**src/rtl/bscan_pkg.sv**
```systemverilog
`timescale 1ns/1ps
package bscan_pkg;

   typedef enum logic [2:0] {
      BS_FUNC   = 3'd0,
      BS_SAMPLE = 3'd1,
      BS_EXTEST = 3'd2,
      BS_INTEST = 3'd3,
      BS_FLOAT  = 3'd4
   } bs_mode_e;

   // Steering derived from the mode code
   typedef struct packed {
      logic in_load;        // input cells take pin_in on capture
      logic out_load;       // output/enable cells take core values on capture
      logic pins_from_test; // pins driven by update latches
      logic pins_off;       // all output enables forced low
      logic core_from_test; // core inputs driven by update latches
   } bs_ctrl_t;

   function automatic bs_ctrl_t bs_decode(input logic [2:0] code);
      bs_ctrl_t c;
      c = '{in_load: 1'b1, out_load: 1'b1, pins_from_test: 1'b0,
            pins_off: 1'b0, core_from_test: 1'b0};
      case (code)
         BS_EXTEST: begin
            c.out_load       = 1'b0;
            c.pins_from_test = 1'b1;
         end
         BS_INTEST: begin
            c.in_load        = 1'b0;
            c.pins_off       = 1'b1;
            c.core_from_test = 1'b1;
         end
         BS_FLOAT: c.pins_off = 1'b1;
         default: ;
      endcase
      return c;
   endfunction

endpackage

```
**src/rtl/bsc_cell.sv**
```systemverilog
`timescale 1ns/1ps
module bsc_cell (
   input  logic tck,
   input  logic trst_n,
   input  logic capture_en,
   input  logic shift_en,
   input  logic update_en,
   input  logic load_en,
   input  logic par_in,
   input  logic ser_in,
   output logic ser_out,
   output logic upd_out
);

   logic cap_q;
   logic upd_q;

   always_ff @(posedge tck or negedge trst_n) begin
      if (!trst_n) begin
         cap_q <= 1'b0;
      end else if (capture_en) begin
         if (load_en) cap_q <= par_in;
      end else if (shift_en) begin
         cap_q <= ser_in;
      end
   end

   always_ff @(negedge tck or negedge trst_n) begin
      if (!trst_n)        upd_q <= 1'b0;
      else if (update_en) upd_q <= cap_q;
   end

   assign ser_out = cap_q;
   assign upd_out = upd_q;

   p_shift_step_r1: assert property (@(posedge tck) disable iff (!trst_n)
      (shift_en && !capture_en) |=> (ser_out == $past(ser_in)));

   p_capture_load_r2: assert property (@(posedge tck) disable iff (!trst_n)
      (capture_en && load_en) |=> (ser_out == $past(par_in)));

   p_capture_hold_r2: assert property (@(posedge tck) disable iff (!trst_n)
      (capture_en && !load_en) |=> $stable(ser_out));

   p_latch_hold_r3: assert property (@(posedge tck) disable iff (!trst_n)
      !update_en |-> $stable(upd_out));

endmodule

```
**src/rtl/bsc_group.sv**
```systemverilog
`timescale 1ns/1ps
module bsc_group #(
   parameter int WIDTH = 4
) (
   input  logic             tck,
   input  logic             trst_n,
   input  logic             capture_en,
   input  logic             shift_en,
   input  logic             update_en,
   input  logic             load_en,
   input  logic [WIDTH-1:0] par_in,
   input  logic             ser_in,
   output logic             ser_out,
   output logic [WIDTH-1:0] upd_out
);

   // link[k] is the serial output of cell k; cell 0 leaves the group first
   logic [WIDTH:0] link;

   assign link[WIDTH] = ser_in;
   assign ser_out     = link[0];

   for (genvar k = 0; k < WIDTH; k++) begin : g_cell
      bsc_cell u_cell (
         .tck        (tck),
         .trst_n     (trst_n),
         .capture_en (capture_en),
         .shift_en   (shift_en),
         .update_en  (update_en),
         .load_en    (load_en),
         .par_in     (par_in[k]),
         .ser_in     (link[k+1]),
         .ser_out    (link[k]),
         .upd_out    (upd_out[k])
      );
   end

endmodule

```
**src/rtl/bsc_mode_dec.sv**
```systemverilog
`timescale 1ns/1ps
module bsc_mode_dec
   import bscan_pkg::*;
(
   input  logic [2:0] mode,
   output bs_ctrl_t   ctrl
);

   always_comb ctrl = bs_decode(mode);

endmodule

```
**src/rtl/bsc_pin_mux.sv**
```systemverilog
`timescale 1ns/1ps
module bsc_pin_mux
   import bscan_pkg::*;
#(
   parameter int NUM_OUT = 4,
   parameter int NUM_IN  = 4
) (
   input  bs_ctrl_t           ctrl,
   input  logic [NUM_OUT-1:0] core_out,
   input  logic [NUM_OUT-1:0] core_oe,
   input  logic [NUM_OUT-1:0] out_test,
   input  logic [NUM_OUT-1:0] oe_test,
   input  logic [NUM_IN-1:0]  pin_in,
   input  logic [NUM_IN-1:0]  in_test,
   output logic [NUM_OUT-1:0] pin_out,
   output logic [NUM_OUT-1:0] pin_oe,
   output logic [NUM_IN-1:0]  core_in
);

   always_comb begin
      pin_out = ctrl.pins_from_test ? out_test : core_out;
      if (ctrl.pins_off)            pin_oe = '0;
      else if (ctrl.pins_from_test) pin_oe = oe_test;
      else                          pin_oe = core_oe;
      core_in = ctrl.core_from_test ? in_test : pin_in;
   end

endmodule

```
**src/rtl/bscan_chain.sv**
```systemverilog
`timescale 1ns/1ps
module bscan_chain
   import bscan_pkg::*;
#(
   parameter int NUM_OUT    = 4,
   parameter int NUM_IN     = 4,
   parameter bit OE_PER_PIN = 1'b1
) (
   input  logic               tck,
   input  logic               trst_n,
   input  logic [2:0]         mode,
   input  logic               capture_en,
   input  logic               shift_en,
   input  logic               update_en,
   input  logic               scan_in,
   output logic               scan_out,
   input  logic [NUM_OUT-1:0] core_out,
   input  logic [NUM_OUT-1:0] core_oe,
   output logic [NUM_IN-1:0]  core_in,
   input  logic [NUM_IN-1:0]  pin_in,
   output logic [NUM_OUT-1:0] pin_out,
   output logic [NUM_OUT-1:0] pin_oe
);

   localparam int OE_CELLS = OE_PER_PIN ? NUM_OUT : 1;

   if (NUM_OUT < 1) begin : g_bad_out
      $error("bscan_chain: NUM_OUT must be at least 1");
   end
   if (NUM_IN < 1) begin : g_bad_in
      $error("bscan_chain: NUM_IN must be at least 1");
   end

   bs_ctrl_t             ctrl;
   logic                 out_so;
   logic                 oe_so;
   logic [NUM_IN-1:0]    in_upd;
   logic [NUM_OUT-1:0]   out_upd;
   logic [OE_CELLS-1:0]  oe_upd;
   logic [OE_CELLS-1:0]  oe_par;
   logic [NUM_OUT-1:0]   oe_test;

   bsc_mode_dec u_dec (
      .mode (mode),
      .ctrl (ctrl)
   );

   // Enable cells: one per output pin, or one shared cell for all outputs
   if (OE_PER_PIN) begin : g_oe_each
      assign oe_par  = core_oe;
      assign oe_test = oe_upd;
   end else begin : g_oe_shared
      assign oe_par  = |core_oe;
      assign oe_test = {NUM_OUT{oe_upd[0]}};
   end

   bsc_group #(.WIDTH(OE_CELLS)) u_oe_grp (
      .tck        (tck),
      .trst_n     (trst_n),
      .capture_en (capture_en),
      .shift_en   (shift_en),
      .update_en  (update_en),
      .load_en    (ctrl.out_load),
      .par_in     (oe_par),
      .ser_in     (scan_in),
      .ser_out    (oe_so),
      .upd_out    (oe_upd)
   );

   bsc_group #(.WIDTH(NUM_OUT)) u_out_grp (
      .tck        (tck),
      .trst_n     (trst_n),
      .capture_en (capture_en),
      .shift_en   (shift_en),
      .update_en  (update_en),
      .load_en    (ctrl.out_load),
      .par_in     (core_out),
      .ser_in     (oe_so),
      .ser_out    (out_so),
      .upd_out    (out_upd)
   );

   bsc_group #(.WIDTH(NUM_IN)) u_in_grp (
      .tck        (tck),
      .trst_n     (trst_n),
      .capture_en (capture_en),
      .shift_en   (shift_en),
      .update_en  (update_en),
      .load_en    (ctrl.in_load),
      .par_in     (pin_in),
      .ser_in     (out_so),
      .ser_out    (scan_out),
      .upd_out    (in_upd)
   );

   bsc_pin_mux #(.NUM_OUT(NUM_OUT), .NUM_IN(NUM_IN)) u_mux (
      .ctrl     (ctrl),
      .core_out (core_out),
      .core_oe  (core_oe),
      .out_test (out_upd),
      .oe_test  (oe_test),
      .pin_in   (pin_in),
      .in_test  (in_upd),
      .pin_out  (pin_out),
      .pin_oe   (pin_oe),
      .core_in  (core_in)
   );

   p_strobes_excl_r2: assert property (@(posedge tck) disable iff (!trst_n)
      !(capture_en && shift_en));

   p_func_pass_r4: assert property (@(posedge tck) disable iff (!trst_n)
      (mode == 3'd0 || mode > 3'd4) |->
         (pin_out == core_out && pin_oe == core_oe && core_in == pin_in));

   p_sample_pass_r5: assert property (@(posedge tck) disable iff (!trst_n)
      (mode == 3'd1) |->
         (pin_out == core_out && pin_oe == core_oe && core_in == pin_in));

   p_intest_isolate_r7: assert property (@(posedge tck) disable iff (!trst_n)
      (mode == 3'd3) |-> (pin_oe == '0 && pin_out == core_out));

   p_float_r8: assert property (@(posedge tck) disable iff (!trst_n)
      (mode == 3'd4) |->
         (pin_oe == '0 && pin_out == core_out && core_in == pin_in));

endmodule

```
**config.mk**
```make
export PLATFORM = sky130hd
export DESIGN_NAME = bscan_chain
export DESIGN_NICKNAME = d
export VERILOG_FILES = /design/src/rtl/bscan_pkg.sv /design/src/rtl/bsc_cell.sv /design/src/rtl/bsc_group.sv /design/src/rtl/bsc_mode_dec.sv /design/src/rtl/bsc_pin_mux.sv /design/src/rtl/bscan_chain.sv
export SDC_FILE = /design/constraint.sdc
export NUM_CORES = 1
export LEC_CHECK = 0
export CORE_MARGIN = 4
export CORE_UTILIZATION = 39
export CTS_CLUSTER_SIZE = 20
export DETAILED_ROUTE_END_ITERATION = 10
export PLACE_DENSITY_LB_ADDON = 0.2
export SYNTH_ARGS = -nofsm -noshare
export SYNTH_HDL_FRONTEND = slang
export SYNTH_SLANG_ARGS = --single-unit
```
**constraint.sdc**
```tcl
create_clock -name tck -period 1.1 [get_ports tck]
set_clock_uncertainty 0.1 [all_clocks]
set_input_delay 0.11 -clock tck [delete_from_list [all_inputs] [get_ports tck]]
set_output_delay 0.11 -clock tck [all_outputs]
set_load 0.03 [all_outputs]
```
Word-level counts from Yosys, hierarchy flattened
Index checks and enable logic that the tools add are counted.
{ "word_totals": {"ff_bits": 24, "inputBits": 21, "elab_cells": 76} }
{ "op_classes": {"eq_ne": 5, "n_mux": 43, "n_reduce_logical": 4} }
{ "op_table": {"columns": ["cell", "n"], "rows": [
  ["1-bit two-way mux", 38],
  ["4-bit two-way mux", 4],
  ["3-bit by 2-bit == test with 1-bit output (second input constant)", 2],
  ["2-bit AND reduction", 2],
  ["3-bit == test (second input constant)", 1],
  ["2-bit two-way mux", 1],
  ["2-bit by 1-bit != test with 1-bit output (second input constant)", 1],
  ["2-bit != test (second input constant)", 1],
  ["2-bit nonzero test", 1],
  ["2-bit OR reduction", 1]
]} }

Longest topological paths before layout
Gate-level depths: netlist (run 1).
{ "logic_depth": {"depth_word": 4, "depth_mapped": 5, "ltp_nobuf": 3} }

Cells and area by module
From an unflattened synthesis (run 1), not the netlist that was laid out.
{ "hier_totals": {"cells_unflattened": 95, "area_unflattened_um2": 1347.5} }
{ "by_module_without_submodules": {"columns": ["mod", "n_inst", "cells_each", "area_per_inst_um2", "seq_area_each_um2"], "rows": [
  ["bsc_cell", 12, 6, 95.1, 50.0],
  ["bsc_pin_mux", 1, 17, 171.4, 0.0],
  ["bsc_mode_dec", 1, 6, 35.0, 0.0]
]} }

==> results.yml, run 1 <==
cts:
  cts.sinks: 24
  cts_buffer_depth: 2
  cts_tree: "yes"
  clk_latency_ns: 0.33
  path_clk_slew_ns: 0.14
  numCtsBuffers: 3
  cts_root_buf: "clkbuf_4"
  h-tree-depth: 1
global_routing:
  grt_first_pass_wirelength_mm: 5.837
  grt_max_degree: 24
  grt_pass1_vias: 1124
  track_usage_pct: 18.88
  grt_overflow: 0
  antenna_found_initial: 0
finish:
  final_cell_mix: "mux2_4, buf_6, buf_4, clkdlybuf4s50_1, dfrtn_1"
  ff_latch_area_um2: 601.8
  n_antenna_cell: 0
  final_nets: 187
  final_common_cell: "mux2_4"
  fillerInstances: 185
  fin_util_pct: 77.25
  synthToLayoutAreaGrowth_pct: 90.79
  drive_gt1_share_pct: 70.91
  multiInputGateArea_um2: 778.2
critical_path:
  critPathMaxFanout: 2
  path_class: "register to primary output"
  cp.arrival_ns: 1.66
  cp-start-kind: "register"
  crit_required_ns: 0.89
  critPathCaptureType: "primary output"
sta:
  relSlewSlack_pct: 62.13
  tightest_slew_ns: 0.5522
  slew_violations: 0
  rsz0062_at_grt: "yes"
  finalSetupViolCount: 43
  hold_viol_final: 0
  setup_ws_ns: -0.7662
power:
  p_leak_nw: 1.158
  p_sw_share_pct: 27.87
  p_switching_mw: 0.8330
  irDropWorstVdd_v: 0.0009922
  pwr-share-clk_pct: 13.8
  seq_power_share_pct: 40.3
  combPwrFrac_pct: 45.9
  p_per_area_nw_per_um2: 1267
  total_power_mw: 2.989
  internal_power_mw: 2.156
routing:
  routed_via_density: 4.837
  drtAntennaViolNets: 0
  vias: 1011
  drtPass1Iterations: 3
  wire_per_inst_um: 17.55
  drt_wl_total_mm: 3.667
  drt_iter0_markers: 30
  drc: 0
die:
  die-area_um2: 4134
  core_um2: 3053
  fp-row-count: 20
  dieHeight_um: 64.30
  start_util_pct: 40.49
  die_width_um: 64.30
  ios: 34
placed_design:
  dp_hpwl_mm: 2.129
  io_buffer_count: 33
  finalWeightedCongestion: 0.7387
worst_hold_path:
  hold_path.class: "input port to asynchronous set/reset pin"
synthesis:
  syn_area_um2: 1236
  ys_ff_latch: 24
  yosysUniqueCellTypes: 12
  syn-num-nets: 104
  synth.avg_cell_area_um2: 14.89
  ys_warn_count: 0
  synth-seq-area-share_pct: 48.58
  syn_inst: 83
run_status:
  status: "finished, violations left"
  violations: "setup timing"
job:
  drv_cap: 0
[worst max-delay path: stages, from the launching register on]
cell and delay (ns):
dfrtn_1 0.37, mux2_4 0.28, buf_6 0.14
[repair_timing]
action	CTS	global route
setup endpoints to repair	37	37
resized for setup	101	16
buffers inserted	13	13
hold endpoints to repair	0	5
hold buffers	0	2
gates cloned	2	0
pin swaps	2	2
[power by group through the flow]
stage	registers [mW]	logic [mW]	clock network, mW
detailed placement	1.20	0.965	0
floorplan	1.19	0.532	0
finish	1.20	1.37	0.413
CTS	1.19	1.24	0.426
global placement	1.18	0.944	0
global route	1.23	1.46	0.475
[routing by layer]
layer,up-vias,wire length [µm],GRT usage [%]
met1,512,1532,22.10
met3,6,183,5.097
met5,-,0,0
met2,26,1903,33.89
met4,0,48,4.749
li1,467,-,-
[flip-flops by register name (all words and copies together), names as in the netlist]
name	cells
u_oe_grp.g_cell.u_cell.ser_out	4
u_out_grp.g_cell.u_cell.upd_out	4
u_oe_grp.g_cell.u_cell.upd_out	4
u_out_grp.g_cell.u_cell.ser_out	4
u_in_grp.g_cell.u_cell.upd_out	4
u_in_grp.g_cell.u_cell.ser_out	4
[cell families (layout without fill, tap and decap cells)]
kind of cell / Yosys count / in the layout / share of synthesized area, %
AO/OA/AOI/OAI: 5 / 5 / 3.847
buffers and inverters: 4 / 86 / 2.125
flip-flops: 24 / 24 / 48.58
multiplexers: 46 / 46 / 42.71
AND/OR/NAND/NOR: 4 / 4 / 2.733
[per-stage QoR]
step / instances / cell area (µm²) / hold WS (ns) / setup slack [ns] / TNS, ns
6_report: 209 / 2359 / 0.1307 / -0.7662 / -15.86
5_1_grt: 209 / 2359 / 0.1258 / -0.8009 / -17.15
4_1_cts: 201 / 2260 / 0.01434 / -0.7642 / -15.78
3_5_place_dp: 184 / 1942 / 0.3610 / -1.021 / -31.35
3_3_place_gp: 184 / 1942 / 0.3501 / -1.008 / -31.19
2_1_floorplan: 83 / 1359 / -0.2856 / -0.4371 / -10.78
[synthesized netlist by cell type]
cell,instances,area (µm²)
buf_6,1,11.26
mux2i_4,1,22.52
nand3b_1,1,7.510
a22o_2,4,40.04
nor3b_4,1,18.77
mux2_2,44,495.5
dfrtn_1,12,300.3
nor2_1,2,7.510
a21o_1,1,7.510
mux2i_1,1,10.01
buf_2,3,15.01
dfrtp_1,12,300.3
[path summary, 6_finish.rpt]
path | cells after the start | start | slack (ns) | end
setup reg to reg | 1 | u_oe_grp.g_cell[1].u_cell.ser_out$_DFFE_PN0P_ | -0.41 | u_oe_grp.g_cell[1].u_cell.upd_out$_DFFE_NN0P_
hold / removal | 3 | trst_n | 0.13 | u_oe_grp.g_cell[0].u_cell.ser_out$_DFFE_PN0P_
setup / recovery | 2 | u_in_grp.g_cell[1].u_cell.upd_out$_DFFE_NN0P_ | -0.77 | core_in[1]
hold reg to reg | 1 | u_in_grp.g_cell[2].u_cell.upd_out$_DFFE_NN0P_ | 0.37 | u_in_grp.g_cell[2].u_cell.upd_out$_DFFE_NN0P_
max in group asynchronous | 3 | trst_n | -0.04 | u_out_grp.g_cell[3].u_cell.ser_out$_DFFE_PN0P_
min in group tck | 5 | mode[1] | 0.36 | u_in_grp.g_cell[2].u_cell.ser_out$_DFFE_PN0P_
[area by class of cell]
type | instances | area share, %
sequential | 24 | 25.52
multi-input combinational | 55 | 33.00
tap | 44 | 2.334
clock buffer | 4 | 1.114
timing repair buffer | 82 | 38.04
(Power assumes the default switching activity.)
==> inputs of run 2 (changes only) <==
- SYNTH_HIERARCHICAL: unset -> 1
==> run 2 against run 1 <==
The run still ends with setup timing left. Non-clock buffer count shrank 5. Worst hold slack lost 0.10 ns. Register-to-register slack gained 0.02 ns. Sequential power shrank 5%. Highest routed layer unchanged. Clock-buffer cell count is the same. Critical path depth is the same. Power shrank 12%. Area after synthesis grew 9.0%. Clock power shrank 2%. Die area grew 7.9%.
==> results.yml, run 2 <==
run_status:
  status: "finished, violations left"
  violations: "setup timing"
critical_path:
  ff2ff_path_depth: 1
  cp.arrival_ns: 1.63
  critPathCaptureType: "primary output"
  path_class: "register to primary output"
  critPathMaxFanout: 2
  regToRegEndpoint: "u_in_grp/g_cell[0].u_cell/upd_out$_DFFE_NN0P_"
  rrSetupSlack_ns: -0.39
  rr_startpoint: "u_in_grp/g_cell[0].u_cell/ser_out$_DFFE_PN0P_"
  crit_required_ns: 0.89
  cp-start-kind: "register"
global_routing:
  track_usage_pct: 16.03
  antenna_found_initial: 0
  grt_overflow: 0
  grt_pass1_vias: 1168
  grt_first_pass_wirelength_mm: 5.333
  grt_max_degree: 22
synthesis:
  synthDominantCellAreaShare_pct: 29.71
  yosysUniqueCellTypes: 12
  ys_ff_latch: 24
  synth_flop_cell: "dfrtp_1"
  synth.avg_cell_area_um2: 14.18
  synth-seq-area-share_pct: 44.57
  synth.most_common_cell: "mux2i_1"
  synth_common_cells: "mux2i_1, mux2_4, dfrtn_1, dfrtp_1"
  ys_async_sr_fraction_pct: 100.0
  synth-edff-count: 0
  ys_warn_count: 6
  yosysTopAreaCell: "mux2i_1"
  syn_area_um2: 1348
  syn-num-nets: 116
  syn_inst: 95
  synthTopCellsByArea: "mux2i_1, dfrtn_1, dfrtp_1"
placed_design:
  dp_hpwl_mm: 2.291
  finalWeightedCongestion: 0.7169
  place_ws_ns: -1.199
  dp.cells: 207
  io_buffer_count: 33
die:
  fp-row-count: 21
  die_width_um: 66.78
  core_um2: 3337
  start_util_pct: 40.38
  ios: 34
  dieHeight_um: 66.78
  die-area_um2: 4460
routing:
  drtAntennaViolNets: 0
  drt_iter0_markers: 35
  drt_wl_total_mm: 3.284
  vias: 1030
  routed_via_density: 4.661
  drtPass1Iterations: 4
  wire_per_inst_um: 14.86
  drc: 0
cts:
  cts_buffer_depth: 2
  numCtsBuffers: 3
  cts.sinks: 24
  path_clk_slew_ns: 0.13
  cts_hold_buf: 0
  cts_root_buf: "clkbuf_4"
  clk_latency_ns: 0.31
  cts_tree: "yes"
  h-tree-depth: 1
sta:
  fin_tns_setup_ns: -13.09
  relSlewSlack_pct: 84.39
  rsz0062_at_grt: "yes"
  hold_viol_final: 0
  setup_ws_ns: -0.7352
  slew_violations: 0
  finalSetupViolCount: 25
  tightest_slew_ns: 0.2339
finish:
  drive_gt1_share_pct: 52.57
  synthToLayoutAreaGrowth_pct: 65.83
  finalNonFillerCells: 221
  fin_util_pct: 66.97
  final_common_cell: "mux2i_1"
  final_nets: 197
  n_antenna_cell: 0
  final_cell_mix: "mux2i_1, buf_4, mux2_4, buf_6, clkdlybuf4s50_1"
job:
  drv_cap: 0
power:
  total_power_mw: 2.624
  p_per_area_nw_per_um2: 1174
  irDropWorstVdd_v: 0.0005976
  p_leak_nw: 1.167
worst_hold_path:
  hold_path.class: "input port to asynchronous set/reset pin"
==> run 2: layout make-up <==
cell class | count | area (µm²)
clock buffer | 4 | 26.28
fill | 265 | 1102
inverter | 2 | 7.507
multi-input combinational | 68 | 759.5
sequential | 24 | 601.8
tap | 46 | 57.56
timing repair buffer | 77 | 782.0
==> run 2: through the flow <==
step | cell area (µm²) | hold WS [ns]
final | 2235 | 0.02843
after floorplan | 1376 | -0.2856
after global routing | 2235 | 0.004227
after CTS | 2196 | 0.02370
after global placement | 2058 | 0.3539
after detailed placement | 2058 | 0.3571
==> run 2: worst max-delay path, cell delays in order, from the launching register on <==
cell,delay (ns)
dfrtn_1,0.37
mux2_4,0.27
buf_6,0.14
==> run 2: layer usage <==
layer	share of wire (%)	track usage (%)	routed length [µm]
met1	43	18.59	1403
met2	53	30.20	1750
met5	0	0	0
met4	0.46	4.569	15
met3	3.5	2.192	115
==> run 2: what timing repair did <==
| item | in CTS | in global routing |
|---|---|---|
| pin swaps | 0 | 1 |
| gates resized for setup | 72 | 11 |
| setup buffers | 5 | 6 |
| endpoints found under the setup margin | 36 | 32 |
| cloned | 1 | 0 |
==> run 2: logic make-up (layout without fill, tap and decap cells) <==
group	count (synthesis)	in the layout	synth area share [%]
DFF	24	24	44.57
and+or+nand+nor	7	7	2.786
AOI/OAI and AO/OA	1	1	0.3710
muxes	60	60	50.88
buffers and inverters	3	83	1.393
==> run 2: worst max path at each step <==
stage / from / slack, ns / cells past startpoint / endpoint
floorplan: u_in_grp/g_cell[0].u_cell/ser_out$_DFFE_PN0P_ / -0.45 / 1 / u_in_grp/g_cell[0].u_cell/upd_out$_DFFE_NN0P_
CTS: u_out_grp/g_cell[0].u_cell/upd_out$_DFFE_NN0P_ / -0.75 / 2 / pin_out[0]
finish: u_out_grp/g_cell[0].u_cell/upd_out$_DFFE_NN0P_ / -0.74 / 2 / pin_out[0]
detailed placement: mode[0] / -1.20 / 6 / pin_out[0]
global route: u_oe_grp/g_cell[3].u_cell/upd_out$_DFFE_NN0P_ / -0.80 / 3 / pin_oe[3]
global placement: mode[1] / -1.18 / 6 / pin_out[3]
==> run 2: power by group <==
group / internal, mW / switching [mW] / total, mW
registers: 1.05 / 0.0906 / 1.14
clock network: 0.142 / 0.264 / 0.406
logic: 0.678 / 0.403 / 1.08
